### src/rtl/sem_cell_pkg.sv
package sem_cell_pkg;

   // View codes carried on rd_view / wr_view
   localparam logic [2:0] VIEW_RAW  = 3'd0;
   localparam logic [2:0] VIEW_CTRL = 3'd1;
   localparam logic [2:0] VIEW_QWT  = 3'd2;
   localparam logic [2:0] VIEW_QTRY = 3'd3;
   localparam logic [2:0] VIEW_SWT  = 3'd4;
   localparam logic [2:0] VIEW_STRY = 3'd5;

   // Control-view word bit positions (shared with queue cells)
   localparam int TAG_BIT_EMPTY = 0;
   localparam int TAG_BIT_FULL  = 1;
   localparam int TAG_BIT_TRIG  = 16;
   localparam int TAG_BIT_QMODE = 17;
   localparam int CTRL_WORD_MIN = 32;

   typedef struct packed {
      logic trig;
      logic full;
      logic empty;
   } tag_t;

   typedef struct packed {
      logic raw;
      logic ctrl;
      logic queue;
      logic sem;
      logic wait_on_zero;
      logic bad;
   } view_dec_t;

endpackage

### src/rtl/sem_view_decode.sv
module sem_view_decode
   import sem_cell_pkg::*;
(
   input  logic [2:0] view,
   output view_dec_t  dec
);

   always_comb begin
      dec = '0;
      unique case (view)
         VIEW_RAW:             dec.raw = 1'b1;
         VIEW_CTRL:            dec.ctrl = 1'b1;
         VIEW_QWT, VIEW_QTRY:  dec.queue = 1'b1;
         VIEW_SWT: begin
            dec.sem          = 1'b1;
            dec.wait_on_zero = 1'b1;
         end
         VIEW_STRY:            dec.sem = 1'b1;
         default:              dec.bad = 1'b1;
      endcase
   end

endmodule

### src/rtl/sem_count_reg.sv
module sem_count_reg #(
   parameter int CNT_W = 16
) (
   input  logic             clk,
   input  logic             rst_n,
   input  logic             give,
   input  logic             take,
   output logic [CNT_W-1:0] count,
   output logic [CNT_W-1:0] count_pre,
   output logic             granted
);

   localparam logic [CNT_W-1:0] CNT_MAX = {CNT_W{1'b1}};

   logic [CNT_W-1:0] count_q;
   logic [CNT_W-1:0] count_d;

   generate
      if (CNT_W < 1) begin : g_bad_width
         $error("sem_count_reg: CNT_W must be at least 1");
      end
   endgenerate

   // Give first, then take
   always_comb begin
      count_pre = count_q;
      if (give && (count_q != CNT_MAX)) begin
         count_pre = count_q + 1'b1;
      end
      granted = take && (count_pre != '0);
      count_d = granted ? (count_pre - 1'b1) : count_pre;
   end

   always_ff @(posedge clk) begin
      if (!rst_n) begin
         count_q <= '0;
      end else begin
         count_q <= count_d;
      end
   end

   assign count = count_q;

   assert_saturate_R4: assert property (@(posedge clk) disable iff (!rst_n)
      (give && !take && (count_q == CNT_MAX)) |=> (count_q == CNT_MAX));

   assert_no_underflow_R2: assert property (@(posedge clk) disable iff (!rst_n)
      (take && !give && (count_q == '0)) |=> (count_q == '0));

   assert_take_step_R1: assert property (@(posedge clk) disable iff (!rst_n)
      (take && !give && (count_q != '0)) |=> (count_q == $past(count_q) - 1'b1));

endmodule

### src/rtl/sem_park_track.sv
module sem_park_track #(
   parameter int NREQ = 4,
   parameter int ID_W = 2
) (
   input  logic            clk,
   input  logic            rst_n,
   input  logic            release_all,
   input  logic            park,
   input  logic [ID_W-1:0] park_id,
   output logic [NREQ-1:0] mask,
   output logic            wake_pulse,
   output logic [NREQ-1:0] wake_mask
);

   logic [NREQ-1:0] mask_q;
   logic            wake_q;
   logic [NREQ-1:0] wake_mask_q;

   generate
      if (NREQ < 1) begin : g_bad_nreq
         $error("sem_park_track: NREQ must be at least 1");
      end
      if ((1 << ID_W) < NREQ) begin : g_bad_idw
         $error("sem_park_track: ID_W too narrow for NREQ");
      end
      for (genvar i = 0; i < NREQ; i++) begin : g_bit
         logic hit;
         assign hit = park && (park_id == ID_W'(i));
         always_ff @(posedge clk) begin
            if (!rst_n) begin
               mask_q[i] <= 1'b0;
            end else begin
               // release applies before a park of the same cycle
               mask_q[i] <= (release_all ? 1'b0 : mask_q[i]) | hit;
            end
         end
      end
   endgenerate

   always_ff @(posedge clk) begin
      if (!rst_n) begin
         wake_q      <= 1'b0;
         wake_mask_q <= '0;
      end else begin
         wake_q      <= release_all && (mask_q != '0);
         wake_mask_q <= release_all ? mask_q : '0;
      end
   end

   assign mask       = mask_q;
   assign wake_pulse = wake_q;
   assign wake_mask  = wake_mask_q;

   assert_park_sets_R3: assert property (@(posedge clk) disable iff (!rst_n)
      (park && !release_all) |=> (mask_q[$past(park_id)] == 1'b1));

   assert_release_clears_R5: assert property (@(posedge clk) disable iff (!rst_n)
      (release_all && !park) |=> (mask_q == '0));

   assert_pulse_single_R5: assert property (@(posedge clk) disable iff (!rst_n)
      (wake_q && !release_all) |=> !wake_q);

endmodule

### src/rtl/sem_tag_reg.sv
module sem_tag_reg
   import sem_cell_pkg::*;
(
   input  logic clk,
   input  logic rst_n,
   input  logic load,
   input  tag_t load_val,
   output tag_t tag
);

   tag_t tag_q;

   always_ff @(posedge clk) begin
      if (!rst_n) begin
         tag_q <= '0;
      end else if (load) begin
         tag_q <= load_val;
      end
   end

   assign tag = tag_q;

   assert_tag_hold_R7: assert property (@(posedge clk) disable iff (!rst_n)
      !load |=> $stable(tag_q));

endmodule

### src/rtl/sem_cell.sv
module sem_cell
   import sem_cell_pkg::*;
#(
   parameter int CNT_W  = 16,
   parameter int DATA_W = 32,
   parameter int NREQ   = 4,
   localparam int ID_W  = (NREQ > 1) ? $clog2(NREQ) : 1
) (
   input  logic              clk,
   input  logic              rst_n,
   input  logic              rd_valid,
   input  logic [2:0]        rd_view,
   input  logic [ID_W-1:0]   rd_id,
   input  logic              wr_valid,
   input  logic [2:0]        wr_view,
   input  logic [DATA_W-1:0] wr_data,
   output logic              rsp_valid,
   output logic [DATA_W-1:0] rsp_rdata,
   output logic [NREQ-1:0]   parked_mask,
   output logic              wake_pulse,
   output logic [NREQ-1:0]   wake_mask
);

   generate
      if (DATA_W < CTRL_WORD_MIN) begin : g_bad_data
         $error("sem_cell: DATA_W must hold the control word");
      end
      if (CNT_W > DATA_W) begin : g_bad_cnt
         $error("sem_cell: CNT_W must not exceed DATA_W");
      end
   endgenerate

   view_dec_t rd_dec;
   view_dec_t wr_dec;

   sem_view_decode u_rd_dec (.view(rd_view), .dec(rd_dec));
   sem_view_decode u_wr_dec (.view(wr_view), .dec(wr_dec));

   logic             give;
   logic             take;
   logic             granted;
   logic             park;
   logic [CNT_W-1:0] count;
   logic [CNT_W-1:0] count_pre;

   assign give = wr_valid && wr_dec.sem;
   assign take = rd_valid && rd_dec.sem;

   sem_count_reg #(.CNT_W(CNT_W)) u_count (
      .clk       (clk),
      .rst_n     (rst_n),
      .give      (give),
      .take      (take),
      .count     (count),
      .count_pre (count_pre),
      .granted   (granted)
   );

   assign park = take && rd_dec.wait_on_zero && !granted;

   sem_park_track #(.NREQ(NREQ), .ID_W(ID_W)) u_park (
      .clk         (clk),
      .rst_n       (rst_n),
      .release_all (give),
      .park        (park),
      .park_id     (rd_id),
      .mask        (parked_mask),
      .wake_pulse  (wake_pulse),
      .wake_mask   (wake_mask)
   );

   tag_t tag;
   tag_t tag_load;

   assign tag_load.trig  = wr_data[TAG_BIT_TRIG];
   assign tag_load.full  = wr_data[TAG_BIT_FULL];
   assign tag_load.empty = wr_data[TAG_BIT_EMPTY];

   sem_tag_reg u_tag (
      .clk      (clk),
      .rst_n    (rst_n),
      .load     (wr_valid && wr_dec.ctrl),
      .load_val (tag_load),
      .tag      (tag)
   );

   // Read data selection
   logic [DATA_W-1:0] ctrl_word;
   logic [DATA_W-1:0] rd_word;

   always_comb begin
      ctrl_word                = '0;
      ctrl_word[TAG_BIT_TRIG]  = tag.trig;
      ctrl_word[TAG_BIT_FULL]  = tag.full;
      ctrl_word[TAG_BIT_EMPTY] = tag.empty;
      ctrl_word[TAG_BIT_QMODE] = 1'b0;
   end

   always_comb begin
      rd_word = '1;
      if (rd_dec.sem || rd_dec.raw) begin
         rd_word = DATA_W'(count_pre);
      end else if (rd_dec.ctrl) begin
         rd_word = ctrl_word;
      end else if (rd_dec.queue) begin
         rd_word = '0;
      end else if (rd_dec.bad) begin
         rd_word = '1;
      end
   end

   logic              rsp_valid_q;
   logic [DATA_W-1:0] rsp_rdata_q;

   always_ff @(posedge clk) begin
      if (!rst_n) begin
         rsp_valid_q <= 1'b0;
         rsp_rdata_q <= '0;
      end else begin
         rsp_valid_q <= rd_valid && !park;
         if (rd_valid && !park) begin
            rsp_rdata_q <= rd_word;
         end
      end
   end

   assign rsp_valid = rsp_valid_q;
   assign rsp_rdata = rsp_rdata_q;

   // write views that carry no effect on a semaphore cell
   logic unused_wr;
   assign unused_wr = ^{wr_data, wr_dec.raw, wr_dec.queue, wr_dec.bad,
                        wr_dec.wait_on_zero, count};

   assert_park_no_rsp_R3: assert property (@(posedge clk) disable iff (!rst_n)
      park |=> !rsp_valid_q);

   assert_rsp_follows_R1: assert property (@(posedge clk) disable iff (!rst_n)
      (rd_valid && !park) |=> rsp_valid_q);

   assert_same_cycle_R10: assert property (@(posedge clk) disable iff (!rst_n)
      (give && take) |-> !park);

endmodule

### config.mk
export PLATFORM = sky130hd
export DESIGN_NAME = sem_cell
export DESIGN_NICKNAME = d
export VERILOG_FILES = /design/src/rtl/sem_cell_pkg.sv /design/src/rtl/sem_view_decode.sv /design/src/rtl/sem_count_reg.sv /design/src/rtl/sem_park_track.sv /design/src/rtl/sem_tag_reg.sv /design/src/rtl/sem_cell.sv
export SDC_FILE = /design/constraint.sdc
export NUM_CORES = 1
export LEC_CHECK = 0
export BUFFER_PORTS_ARGS = -buffer_cell sky130_fd_sc_hd__buf_2
export CORE_AREA = 2 2 82 84
export DETAILED_ROUTE_END_ITERATION = 8
export DIE_AREA = 0 0 84 86
export PLACE_DENSITY = 0.73
export SLEW_MARGIN = 20
export SYNTH_ARGS = -nofsm -noshare
export SYNTH_HDL_FRONTEND = slang
export SYNTH_SLANG_ARGS = --single-unit
### constraint.sdc
create_clock -name clk -period 2.9 [get_ports clk]
set_input_delay 0.145 -clock clk [delete_from_list [all_inputs] [get_ports clk]]
set_output_delay 0.145 -clock clk [all_outputs]
set_load 0.03 [all_outputs]
==> results by group, run 1 <==
Clock tree
  • Clock Pin Slew Worst Setup and Hold Paths: 0.09 ns
  • CTS H-tree depth: 2
  • Max Buffers Root-to-Sink: 2
  • Hold_buf cts: 0
  • Num CTS Buffers: 5
  • Clk root buf: clkbuf_8
  • Clk sinks: 47
  • TritonCTS clock tree: done
  • Worst skew pair latency: just over 0.3 ns

Critical path
  • CP arrival: ~3.3 ns
  • Setup crit end kind: flip-flop
  • Slowest CP cell: or3b_4
  • Worst EP required: 3.14 ns
  • Crit path launch type: flip-flop
  • Worst-path fanout max: 7
  • Most frequent CP cell: nand4_1
  • Worst Path Class, Setup: flip-flop to flip-flop
  • Worst path cell trace: ha_4, buf_6, nand4_1, buf_4, nor3_4, nand4_1, mux2_4, a2111oi_4, clkbuf_16, nand4_4, or3b_4, a21oi_2
  • Crit path largest cell delay: 0.45 ns
  • Critical path origin: u_count.count[0]$_SDFF_PN0_
  • Kind of cell adding the most delay to the critical path: simple AND/OR/NAND/NOR gates
  • Worst path bufs/invs: 3
  • R2R Path Start: u_count.count[0]$_SDFF_PN0_

Status
  • Status: finished, violations left
  • Failing checks: setup timing

Worst hold path
  • Hold Path Class: input port to flip-flop
  • Min-delay src: wr_data[16]

Timing
  • Worst-Margin Slew: 0.7906 ns
  • Final min period: 3.037 ns
  • # setup viols final: 29
  • Setup TNS: -2.577 ns
  • Max-slew headroom: 47.23%
  • Hold Fails Final Rpt: 0
  • Fin crit share: 104.7%
  • RSZ-0062 raised after global routing: true
  • Max-slew violation count: 0
  • Max Freq: 0.3292 GHz
  • Worst setup margin: -0.1373 ns
  • Clock Skews: 0.01118 ns

Synth
  • Syn avg cell area: 8.228 sq um
  • Synth Flop Type: dfxtp_1
  • Post-Syn Area: 0.002872 sq mm
  • Synth Instances: 349
  • Yosys warning total: 0
  • Post-synth ARST share: 0%
  • Yosys reg bits: 47
  • Seq/Total Area, Yosys: approximately a third
  • EDFF count, synth: 0
  • Synth cell types: 55
  • Syn nets: 396

Drt
  • Antenna Nets Post-Route: 0
  • Drt initial violations: 233
  • Total iterations of the first detailed-routing run: 8
  • WL final: 8598 microns
  • Routed len/inst: between 15 and 20 microns
  • DRC: 0
  • Via count: 3169
  • Via density: 5.934

GRT
  • Initial antenna violation count: 0
  • Vias in the first global route: 2716
  • Overflow after GRT: 0
  • GR Util All Layers: 21.13%
  • First-pass GRT wire length: 12590 microns
  • Pin count of the biggest net entering global routing: 29

Floorplanning
  • Initial core utilization: a little under half
  • Core ar.: 0.006277 sq mm
  • Ports: 86
  • Row count: 29
  • Die H: ~86 microns
  • Die Wd: around 84 microns
  • Die area: 0.007224 sq mm

Place
  • RePlAce Congestion: slightly above 0.9
  • DP Wirelength: 5888 microns
  • PortBufs: 56
  • Pre-CTS WS: -0.3192 ns

Finish
  • Final net count: 503
  • Syn-to-layout area delta: 38.78%
  • Share of cells above drive strength 1: 41.58%
  • ANT cells: 0

Power and ir drop
  • Net Sw Frac: 37.11%
  • Internal Pwr Total: 1.354 mW
  • Sw power: 0.7990 mW
  • Clock share of power: 19.8%
  • Logic pwr share: 45.5%
  • Reg power frac: 34.7%
  • Pleak: 1.763 nW
  • Pwr per Cell Area: 540.3 mW/mm^2
  • Maximum VDD drop: about 0.34 mV

Run
  • Number of max-cap violations: 0
-- logic make-up (layout without fill, tap and decap cells) --
kind of cell | count (synthesis) | in the layout | share of synthesized area (%)
fa+ha+maj | 3 | 3 | 1.307
simple gates | 157 | 157 | 30.11
buf+inv | 42 | 150 | 7.974
xor+xnor | 18 | 18 | 5.490
compound gates | 75 | 75 | 19.87
flops | 47 | 47 | 32.77
mux | 7 | 7 | 2.484
-- through the flow --
step	area, sq um	std cells	hold WS, ns	total power [mW]	utilization [%]
global placement	3635	511	0.3775	1.567	57.90
floorplan	2959	349	0.2883	1.255	-
global route	3985	534	0.1027	2.250	63.48
CTS	3792	523	0.07491	2.034	60.41
detailed placement	3635	511	0.3871	1.581	57.90
finish	3985	534	0.07686	2.153	63.48
-- flip-flops by register name, indices dropped and copies added (netlist names) --
register           count
u_park.wake_mask       4
u_park.mask            4
rsp_rdata             18
rsp_valid              1
u_tag.tag              3
u_park.wake_pulse      1
u_count.count         16
-- layout make-up --
cell class	instances	area [sq um]
clock inverter	2	16.27
timing repair buffer	137	934.6
clock buffer	6	82.58
inverter	5	18.77
multi-input combinational	260	1887
fill	506	2292
tap	77	96.34
sequential	47	949.7
-- worst reg2reg max path, cell delays in order (launching register included) --
cell       delay (ns)
dfxtp_4          0.37
ha_4             0.13
buf_6            0.11
nand4_1          0.21
buf_4            0.22
nor3_4           0.12
nand4_1          0.17
mux2_4           0.38
a2111oi_4        0.32
clkbuf_16        0.22
nand4_4          0.16
or3b_4           0.45
a21oi_2          0.13
-- layer usage --
metal  GRT usage, %  routed length (microns)  up-vias  part of all wire (%)
li1               -                        -     1491                     -
met1          27.29                     3604     1511                    42
met2          36.73                     4258      141                    50
met3          2.406                      513       26                   6.0
met4          7.331                      221        0                   2.6
met5              0                        0        -                     0
-- cell usage in the layout, fill, tap and decap left out, types with 3 or more instances in the layout --
cell / count
a2111oi_4: 3
a211oi_1: 3
a21o_1: 3
a21oi_1: 15
a22oi_1: 17
a31oi_1: 3
and2_1: 3
and3_1: 8
and4_1: 3
buf_2: 56
buf_4: 77
clkbuf_8: 6
dfxtp_1: 44
inv_1: 4
mux2i_1: 5
nand2_1: 45
nand2b_1: 6
nand3_1: 14
nand3_2: 3
nand4_1: 15
nor2_1: 20
nor3_1: 7
nor3b_1: 4
nor4_1: 3
o21ai_0: 4
or2_2: 3
or3_1: 3
xnor2_1: 9
xor2_1: 7
-- Yosys cell counts (6+ instances only) --
| cell | n | area, sq um |
|---|---|---|
| a21oi_1 | 18 | 90.09 |
| a22oi_1 | 17 | 127.6 |
| and3_1 | 8 | 50.05 |
| buf_2 | 9 | 45.04 |
| buf_4 | 14 | 105.1 |
| clkbuf_1 | 13 | 48.80 |
| dfxtp_1 | 47 | 940.9 |
| mux2i_1 | 6 | 60.06 |
| nand2_1 | 45 | 168.9 |
| nand2b_1 | 6 | 37.54 |
| nand3_1 | 15 | 75.07 |
| nand4_1 | 15 | 93.84 |
| nor2_1 | 21 | 78.83 |
| nor3_1 | 9 | 45.04 |
| xnor2_1 | 11 | 96.34 |
| xor2_1 | 7 | 61.31 |
-- power by group through the flow --
stage / clock network, mW / registers (mW) / logic (mW)
2_1_floorplan: 0 / 0.805 / 0.450
3_3_place_gp: 0 / 0.756 / 0.811
3_5_place_dp: 0 / 0.758 / 0.823
4_1_cts: 0.433 / 0.745 / 0.856
5_1_grt: 0.454 / 0.755 / 1.04
6_report: 0.426 / 0.747 / 0.980
-- path summary, 6_finish.rpt --
check	to	slack [ns]	cells past startpoint
max reg2reg	u_park.mask[1]$_SDFF_PN0_	-0.14	12
max	u_park.mask[1]$_SDFF_PN0_	-0.14	12
min reg2reg	rsp_rdata[9]$_SDFFE_PN0P_	0.46	2
min	u_tag.tag[2]$_SDFFE_PN0P_	0.08	3
-- what timing repair did --
action                                  in CTS  in global routing
resized for setup                            9                 25
setup buffers                                4                 11
endpoints found under the setup margin      37                 38
pin swaps                                    4                 12
gates cloned                                 0                  0
No activity file was read; power rests on OpenSTA's default activity.
==> run 2, diff against run 1 <==
CORE_AREA = 2 2 78 80   (was 2 2 82 84)
DIE_AREA = 0 0 80 82   (was 0 0 84 86)
PLACE_DENSITY = 0.76   (was 0.73)
clock period = 3.1 ns   (was 2.9 ns; I/O delays follow)
==> run 2 against run 1 <==
Net effect: the flow now finishes without violations; power shrank 9.6%; count of clock-buffer cells in the layout stayed put; setup slack improved by 0.24 ns; register-to-register slack better by 0.24 ns; combinational power fell by 27%.
==> results by group, run 2 (synthesized netlist as in run 1, its figures left out) <==
Status
  • Status: finished, final reports clean

Floorplanning
  • Die H: around 82 microns
  • Die Wd: ~80 microns
  • Ports: 86
  • Core ar.: between 0.005 and 0.006 sq mm
  • Row count: 28
  • Initial core utilization: 49.98%
  • Die area: 0.006560 sq mm

Drt
  • Routed len/inst: 15.47 microns
  • DRC: 0
  • Total iterations of the first detailed-routing run: 5
  • Via count: 2930
  • Drt initial violations: 261
  • Antenna Nets Post-Route: 0
  • Via density: 5.943
  • WL final: 7628 microns

Critical path
  • Critical path origin: u_count.count[0]$_SDFF_PN0_
  • Slowest CP cell: or4_4
  • CP arrival: 3.23 ns
  • R2R Path Start: u_count.count[0]$_SDFF_PN0_
  • Worst path cell trace: ha_2, and4_4, nand3_2, o21a_1, or4_4, a211oi_4, nand4_4, or3b_1, a21oi_1
  • Reg2reg setup slack: 0.10 ns
  • Crit path launch type: flip-flop
  • Reg2Reg Depth: 9
  • RR Endpoint: u_park.mask[1]$_SDFF_PN0_
  • Worst-path fanout max: 7
  • Setup crit end kind: flip-flop
  • Crit path largest cell delay: slightly below 0.6 ns
  • Worst Path Class, Setup: flip-flop to flip-flop
  • Worst EP required: 3.33 ns
  • End of the critical path: u_park.mask[1]$_SDFF_PN0_

Clock tree
  • Clock Pin Slew Worst Setup and Hold Paths: 0.08 ns
  • Max Buffers Root-to-Sink: 2
  • Worst skew pair latency: 0.31 ns
  • CTS H-tree depth: 2
  • TritonCTS clock tree: done
  • Num CTS Buffers: 5
  • Clk root buf: clkbuf_8
  • Clk sinks: 47
  • Hold_buf cts: 0

Timing
  • Max-slew headroom: 39.52%
  • Max Freq: 0.3336 GHz
  • Setup TNS: 0 ns
  • Fin crit share: 96.71%
  • RSZ-0062 raised after global routing: true
  • # setup viols final: 0
  • Hold Fails Final Rpt: 0
  • Clock Skews: 0.009054 ns
  • Worst setup margin: 0.1020 ns
  • Max-slew violation count: 0
  • Final min period: between 2 and 3 ns
  • Worst-Margin Slew: 0.9038 ns

GRT
  • Overflow after GRT: 0
  • Initial antenna violation count: 0
  • GR Util All Layers: 23.02%
  • Vias in the first global route: 2604
  • First-pass GRT wire length: 11840 microns
  • Pin count of the biggest net entering global routing: 30

Place
  • DP Wirelength: 5350 microns
  • RePlAce Congestion: 0.8823
  • Placed cell areas: 0.003318 sq mm
  • Pre-CTS WS: -0.1167 ns
  • PortBufs: 56

Run
  • Number of max-cap violations: 0

Power and ir drop
  • Pleak: 1.547 nW
  • Maximum VDD drop: 0.2732 mV
  • Pwr per Cell Area: 542.0 mW/mm^2

Finish
  • ANT cells: 0
  • Share of cells above drive strength 1: between 30% and 40%
  • Final core utilization: 62.48%
  • Fillers: between 500 and 600
  • Fin area: 0.003590 sq mm
  • Final net count: 464
  • Syn-to-layout area delta: 25.01%
  • Most common cell after layout, fill and taps aside: buf_2
  • Max FFs per register: 18
  • Most frequent cells in the layout: buf_2 (56), dfxtp_1 (47), nand2_1 (45)

Worst hold path
  • Hold Path Class: input port to flip-flop
## run 2: per-layer routing
| metal | global-route usage [%] | wire length, microns | vias up |
|---|---|---|---|
| met5 | 0 | 0 | - |
| met4 | 10.34 | 172 | 0 |
| met3 | 4.176 | 414 | 18 |
| met2 | 37.92 | 3709 | 115 |
| met1 | 29.43 | 3332 | 1388 |
| li1 | - | - | 1409 |
## run 2: what timing repair did
item | 4_1_cts | 5_1_grt
resized for setup | 3 | 17
pin swaps | 1 | 7
endpoints found under the setup margin | 28 | 32
setup buffers | 0 | 7
## run 2: layout make-up
type	count	area [sq um]	share of cell area (%)
well taps	75	93.84	2.614
multi-input cells	260	1792	49.91
clock buffers	6	72.57	2.022
flip-flops and latches	47	940.9	26.21
clock inverters	2	60.06	1.673
repair buffers	98	611.8	17.04
inverters	5	18.77	0.5228
## run 2: worst min-delay path by stage
stage	to	from	cells past startpoint	slack, ns
after floorplan	rsp_rdata[0]$_SDFFE_PN0P_	rd_valid	2	0.30
after global placement	u_tag.tag[1]$_SDFFE_PN0P_	wr_data[1]	3	0.39
after detailed placement	u_tag.tag[2]$_SDFFE_PN0P_	wr_data[16]	3	0.40
after CTS	u_tag.tag[1]$_SDFFE_PN0P_	wr_data[1]	3	0.08
after global routing	u_tag.tag[0]$_SDFFE_PN0P_	wr_data[0]	3	0.12
final	u_tag.tag[0]$_SDFFE_PN0P_	wr_data[0]	3	0.09
## run 2: worst max-delay path: cells and delay by family (launching register included)
family	cells	cell delay, ns
AOI/OAI and AO/OA	3	0.72
adders and majority gates	1	0.22
DFF	1	0.34
and+or+nand+nor	5	1.64
## run 2: report_power, final
| part | internal (mW) | total (mW) | switching [mW] |
|---|---|---|---|
| sequential | 0.654 | 0.698 | 0.0437 |
| clock | 0.322 | 0.531 | 0.209 |
| combinational | 0.302 | 0.717 | 0.414 |
| total | 1.28 | 1.95 | 0.667 |
## run 2: stage by stage
step                      cells  hold WS [ns]  power, mW
after global placement      478        0.3909      1.336
after global routing        493        0.1235      2.033
final                       493       0.08908      1.946
after CTS                   486       0.08348      1.894
after floorplan             349        0.2983      1.142
after detailed placement    478        0.4023      1.348
